**config.mk**
```make
export PLATFORM = sky130hd
export DESIGN_NAME = fe_path_status
export DESIGN_NICKNAME = d
export VERILOG_FILES = /design/src/rtl/fep_stat_pkg.sv /design/src/rtl/fep_src_merge.sv /design/src/rtl/fep_latch_cell.sv /design/src/rtl/fep_read_port.sv /design/src/rtl/fe_path_status.sv
export SDC_FILE = /design/constraint.sdc
export NUM_CORES = 1
export LEC_CHECK = 0
export ABC_AREA = 1
export BUFFER_PORTS_ARGS = -buffer_cell sky130_fd_sc_hd__buf_2
export CORE_AREA = 2 2 39 41
export CTS_CLUSTER_DIAMETER = 40
export DETAILED_ROUTE_END_ITERATION = 6
export DIE_AREA = 0 0 41 43
export PLACE_DENSITY = 0.72
export SYNTH_ARGS = -nofsm -noshare
export SYNTH_HDL_FRONTEND = slang
export SYNTH_SLANG_ARGS = --single-unit
```
**constraint.sdc**
```tcl
create_clock -name clk_i -period 2.1 [get_ports clk_i]
set_clock_uncertainty 0.2 [all_clocks]
set_input_delay 0.315 -clock clk_i [delete_from_list [all_inputs] [get_ports clk_i]]
set_output_delay 0.315 -clock clk_i [all_outputs]
set_load 0.02 [all_outputs]
```
**src/rtl/fep_stat_pkg.sv**
```systemverilog
package fep_stat_pkg;
  localparam int unsigned REG_W   = 16;
  localparam int unsigned N_FLAG  = 2;
  localparam int unsigned SRV_POS = 8;   // server flag
  localparam int unsigned RSV_POS = 9;   // reserved, reads zero
  localparam int unsigned PLD_POS = 10;  // payload flag
  localparam int unsigned N_SRC   = 2;   // sources merged per flag

  typedef logic [REG_W-1:0]  reg_word_t;
  typedef logic [N_FLAG-1:0] flag_vec_t;

  function automatic int unsigned flag_pos(int unsigned idx);
    return (idx == 0) ? SRV_POS : PLD_POS;
  endfunction

  function automatic reg_word_t flag_mask();
    reg_word_t m;
    m = '0;
    for (int unsigned k = 0; k < N_FLAG; k++) m[flag_pos(k)] = 1'b1;
    return m;
  endfunction
endpackage

```
**src/rtl/fep_src_merge.sv**
```systemverilog
module fep_src_merge #(
  parameter int unsigned N_IN = 2
) (
  input  logic [N_IN-1:0] src_i,
  output logic            any_o
);
  assign any_o = |src_i;
endmodule

```
**src/rtl/fep_latch_cell.sv**
```systemverilog
module fep_latch_cell (
  input  logic clk_i,
  input  logic rst_ni,
  input  logic set_i,
  input  logic clr_i,
  output logic q_o
);
  logic q_q;

  // set has priority over clear
  always_ff @(posedge clk_i or negedge rst_ni) begin
    if (!rst_ni)     q_q <= 1'b0;
    else if (set_i)  q_q <= 1'b1;
    else if (clr_i)  q_q <= 1'b0;
  end

  assign q_o = q_q;

  p_set_latch_r2: assert property (@(posedge clk_i) disable iff (!rst_ni)
    set_i |=> q_o);
  p_hold_r3: assert property (@(posedge clk_i) disable iff (!rst_ni)
    (q_o && !clr_i) |=> q_o);
  p_clear_r4: assert property (@(posedge clk_i) disable iff (!rst_ni)
    (clr_i && !set_i) |=> !q_o);
  p_set_wins_r5: assert property (@(posedge clk_i) disable iff (!rst_ni)
    (clr_i && set_i) |=> q_o);
endmodule

```
**src/rtl/fep_read_port.sv**
```systemverilog
module fep_read_port
  import fep_stat_pkg::*;
(
  input  logic      clk_i,
  input  logic      rst_ni,
  input  logic      rd_en_i,
  input  flag_vec_t flags_i,
  output reg_word_t rdata_o,
  output logic      rvalid_o
);
  reg_word_t word_d;
  reg_word_t rdata_q;
  logic      rvalid_q;

  always_comb begin
    word_d = '0;
    for (int unsigned k = 0; k < N_FLAG; k++) word_d[flag_pos(k)] = flags_i[k];
  end

  always_ff @(posedge clk_i or negedge rst_ni) begin
    if (!rst_ni) begin
      rdata_q  <= '0;
      rvalid_q <= 1'b0;
    end else begin
      rvalid_q <= rd_en_i;
      if (rd_en_i) rdata_q <= word_d;
    end
  end

  assign rdata_o  = rdata_q;
  assign rvalid_o = rvalid_q;

  p_rsvd_zero_r7: assert property (@(posedge clk_i) disable iff (!rst_ni)
    (rdata_o & ~flag_mask()) == '0);
  p_rvalid_r8: assert property (@(posedge clk_i) disable iff (!rst_ni)
    rd_en_i |=> rvalid_o);
  p_no_spurious_r8: assert property (@(posedge clk_i) disable iff (!rst_ni)
    !rd_en_i |=> !rvalid_o);
endmodule

```
**src/rtl/fe_path_status.sv**
```systemverilog
module fe_path_status
  import fep_stat_pkg::*;
(
  input  logic             clk_i,
  input  logic             rst_ni,
  input  logic             ais_i,
  input  logic             lop_i,
  input  logic             plm_i,
  input  logic             lcd_i,
  input  logic             wr_en_i,
  input  logic [REG_W-1:0] wr_data_i,
  input  logic             rd_en_i,
  output logic [REG_W-1:0] rd_data_o,
  output logic             rd_valid_o
);
  logic [N_SRC-1:0] src [N_FLAG];
  flag_vec_t live, latched, visible;
  reg_word_t wr_data_unused;

  assign src[0] = {lop_i, ais_i};
  assign src[1] = {lcd_i, plm_i};
  assign wr_data_unused = wr_data_i & ~flag_mask();

  for (genvar k = 0; k < N_FLAG; k++) begin : g_flag
    localparam int unsigned POS = flag_pos(k);
    logic clr;
    assign clr = wr_en_i & wr_data_i[POS];

    fep_src_merge #(.N_IN(N_SRC)) u_merge (
      .src_i (src[k]),
      .any_o (live[k])
    );

    fep_latch_cell u_cell (
      .clk_i  (clk_i),
      .rst_ni (rst_ni),
      .set_i  (live[k]),
      .clr_i  (clr),
      .q_o    (latched[k])
    );

    // live level keeps a persisting defect visible right after a clear
    assign visible[k] = latched[k] | live[k];
  end

  fep_read_port u_rd (
    .clk_i    (clk_i),
    .rst_ni   (rst_ni),
    .rd_en_i  (rd_en_i),
    .flags_i  (visible),
    .rdata_o  (rd_data_o),
    .rvalid_o (rd_valid_o)
  );

  p_live_srv_r6: assert property (@(posedge clk_i) disable iff (!rst_ni)
    (rd_en_i && (ais_i || lop_i)) |=> rd_data_o[SRV_POS]);
  p_live_pld_r6: assert property (@(posedge clk_i) disable iff (!rst_ni)
    (rd_en_i && (plm_i || lcd_i)) |=> rd_data_o[PLD_POS]);
endmodule

```
# [Yosys cells after proc, flatten, opt, wreduce, memory -nomap -nowiden]
# Cells that the tools add are included.
[word_totals] reg_bits=5 inputBits=24 output_inout_bits=17 wordCells=16
[op_classes] n_mux=4 bitwise_logic=4 reduce_logical=4
[ops] cell="two-way mux 1 bit" count=4
[ops] cell="nonzero test 2 bit" count=2
[ops] cell="OR reduction 2 bit" count=2
[ops] cell="bitwise AND 1 bit" count=2
[ops] cell="bitwise OR 1 bit" count=2

# [Depth between registers and ports, before layout]
[logic_depth] depth_word=3 mapped_depth=4

# [Modules after synthesis]
# From an unflattened synthesis, not the netlist that was laid out.
[hier_totals] hier_cells=51 area_unflattened_um2=350.3
[modules_own_cells] mod="fep_read_port" instances=1 cells_each=25 area_per_inst_um2=210.2
[modules_own_cells] mod="fep_latch_cell" instances=2 cells_each=5 area_per_inst_um2=40.0
[modules_own_cells] mod="fe_path_status" instances=1 cells_each=10 area_per_inst_um2=37.5
[modules_own_cells] mod="fep_src_merge" instances=2 cells_each=3 area_per_inst_um2=11.3

# [Worst setup path after synthesis]
# OpenSTA, ideal clock, no wires.
[synth_path] path_kind="register to output" from="register u_rd.rdata_q[8] (netlist: u_rd.rdata_o[8])" to="output port rd_data_o[8]" arrival_ps=425 required_time_ps=1585 setup_slack_ps=1160 stages_incl_launch_ff=1 path_buffers=0 cell_sequence="dfrtp_1"
[synth_lines] item="start, declared" line="fep_read_port.sv:12" rtl="reg_word_t rdata_q;"
[synth_lines] item="start signal, assigned" line="fep_read_port.sv:26" rtl="if (rd_en_i) rdata_q <= word_d;"
[synth_lines] item="end, declared" line="fe_path_status.sv:13" rtl="output logic [REG_W-1:0] rd_data_o,"
# No word-level cell between the ends.

# [Worst setup path after layout]
[layout_path] from="register u_rd.rdata_q[10] (netlist: u_rd.rdata_o[10])" to="output port rd_data_o[10]"
# No word-level cell between the ends.

==> flow_summary.json <==
{
  "min_period_over_period_pct": 61.1,
  "grt_max_degree": 6,
  "htree_levels": 1,
  "clkSinkCount": 5,
  "worstPathArrival_ns": 0.77,
  "hold_start": "rd_en_i",
  "grt_pass1_wl_microns": 696,
  "dr.pass1.iters": 1,
  "yosysWarnings": 0,
  "worst_path_max_delay_cell": "dfrtp_1",
  "r2r_start": "g_flag[1].u_cell.q_o",
  "p_int_uw": 184,
  "drtAntennaViolNets": 0,
  "die_y_microns": 43,
  "cts_buffer_depth": 2,
  "startpoint": "u_rd.rdata_o[10]",
  "clock_latency_ns": 0.23,
  "numCtsBuffers": 3,
  "rsz0062_at_grt": "no",
  "ys_ff_latch": 5,
  "die_w_microns": 41,
  "cts_tree": "yes",
  "power_uw": 257,
  "cts_resized": 0,
  "grt-ovfl-total": 0,
  "drtIter0Drc": 0,
  "hpwl_microns": 414,
  "grt_util_all_layers_pct": 6.55,
  "synthTopCellsByCount": "buf_4 (14), nand2_1 (8), dfrtp_1 (5), inv_1 (3), nor2_1 (3)",
  "p_seq_share_pct": 39.9,
  "p_sw_share_pct": 28.2,
  "place.gp.congestion": 0.617,
  "hp-class": "input pin to flip-flop",
  "clockRootBuffer": "clkbuf_4",
  "crit_path_max_incr_delay_ns": 0.37,
  "outcome": "completed",
  "worst-path-buf-inv": 1,
  "setup_viol_count_final": 0,
  "num_antenna_cells": 0,
  "async_flop_share_pct": 100,
  "grt_pass1_vias": 192,
  "comb_power_share_pct": 18.7,
  "crit_family": "flip-flops",
  "drv_cap": 0,
  "dieArea_sq_um": 1760,
  "irDropWorstVdd_mv": 0.132,
  "syn_area_sq_um": 303,
  "fin_nets": 78,
  "ioPinCount": 41,
  "synth_most_common_cell": "buf_4",
  "ys_seq_area_share_pct": 41.3,
  "timing.fmax_ghz": 0.779,
  "path_clk_slew_ns": 0.04,
  "syn_inst": 37,
  "cp_max_fo": 2,
  "drt-total-wl_microns": 484,
  "holdWs_ns": 0.0277,
  "netlist.area_leader.share_pct": 41.3,
  "drc": 0,
  "initial_core_util_pct": 21.9,
  "critical_path.endpoint_type": "primary output",
  "port_buffers": 12,
  "viasPerCell": 3.26,
  "rows": 14,
  "crit_path_cell_trace": "buf_2",
  "required_ns": 1.58,
  "core_area_sq_um": 1380,
  "synth_area_leaders": "dfrtp_1 (41%), buf_4 (35%), nand2_1 (9.9%)",
  "p_leak_nw": 0.211,
  "drive_above_1_share_pct": 30.2,
  "yosysTopAreaCell": "dfrtp_1",
  "wl_per_cell_microns": 7.01,
  "path_class": "flip-flop to primary output",
  "drv_slew": 0,
  "finalCriticalPeriod_ns": 1.28,
  "synth.distinct_cells": 9,
  "vias": 225,
  "synth_edf_count": 0,
  "startpoint_type": "flip-flop",
  "switchingPower_uw": 72.5,
  "hold_viol": 0,
  "clock_power_share_pct": 41.4,
  "synth_ff_type": "dfrtp_1",
  "area_growth_pct": 19.8,
  "p_per_area_nw_per_um2": 708,
  "antenna_found_initial": 0,
  "synth_area_per_cell_sq_um": 8.18,
  "tns_ns": 0
}
==> final timing paths <==
| kind | cells after the start | slack [ns] | endpoint |
|---|---|---|---|
| worst min-delay path | 1 | 0.03 | u_rd.rvalid_o |
| min in group asynchronous | 2 | 0.22 | g_flag[1].u_cell.q_o |
| worst min register to register | 2 | 0.28 | u_rd.rdata_o[10] |
| max in group asynchronous | 2 | 1.35 | g_flag[0].u_cell.q_o |
| worst max register to register | 4 | 1.23 | u_rd.rdata_o[10] |
| worst max-delay path | 1 | 0.82 | rd_data_o[10] |
==> per-stage QoR <==
stage / utilization, % / cell area (sq um) / setup WS (ns) / std cells
after CTS: 26.2 / 363 / 0.803 / 69
final: 26.2 / 363 / 0.817 / 69
after floorplan: - / 352 / 1.16 / 50
after global routing: 26.2 / 363 / 0.786 / 69
after global placement: 23.6 / 327 / 1.07 / 64
after detailed placement: 23.6 / 327 / 1.06 / 64
==> power groups by stage <==
stage	clock (mW)	sequential [mW]	combinational (mW)
floorplan	0	0.107	0.0482
global placement	0	0.104	0.0459
detailed placement	0	0.104	0.0466
CTS	0.112	0.102	0.0481
global route	0.115	0.103	0.0534
finish	0.106	0.102	0.0479
==> cells by family after synthesis <==
logic type	synth area share, %
buf+inv	38.4
flops	41.3
compound gates	3.30
simple gates	15.7
other cells	1.24
==> metal layers <==
layer / share of wire (%) / track usage (%) / vias up
li1: - / - / 113
met1: 32 / 5.19 / 99
met2: 50 / 9.06 / 13
met3: 17 / 5.76 / 0
met5: 0 / 0 / -
met4: 0 / 6.00 / 0
==> timing repair <==
action	CTS	global route
hold buffers	1	0
buffers inserted	0	0
hold endpoints to repair	5	0
==> state kept, by name (all words and copies together) (netlist names) <==
name and cells:
g_flag.u_cell.q_o 2, u_rd.rdata_o 2, u_rd.rvalid_o 1
==> layout make-up <==
| type | instances | area, sq um |
|---|---|---|
| Timing Repair Buffer | 13 | 70.1 |
| Inverter | 3 | 11.3 |
| Fill cell | 161 | 1020 |
| Sequential cell | 5 | 125 |
| Clock buffer | 4 | 26.3 |
| Tap cell | 16 | 20.0 |
| Multi-Input combinational cell | 28 | 110 |
==> cell usage in the layout, fill, tap and decap left out, drive strengths merged <==
master	n
inv	3
dfrtp	5
buf	12
nor2	4
dlygate4sd3	1
a21oi	1
nand2	8
o21ai	1
clkbuf	4
conb	14
Note: power is estimated with default switching activity, not from simulation.
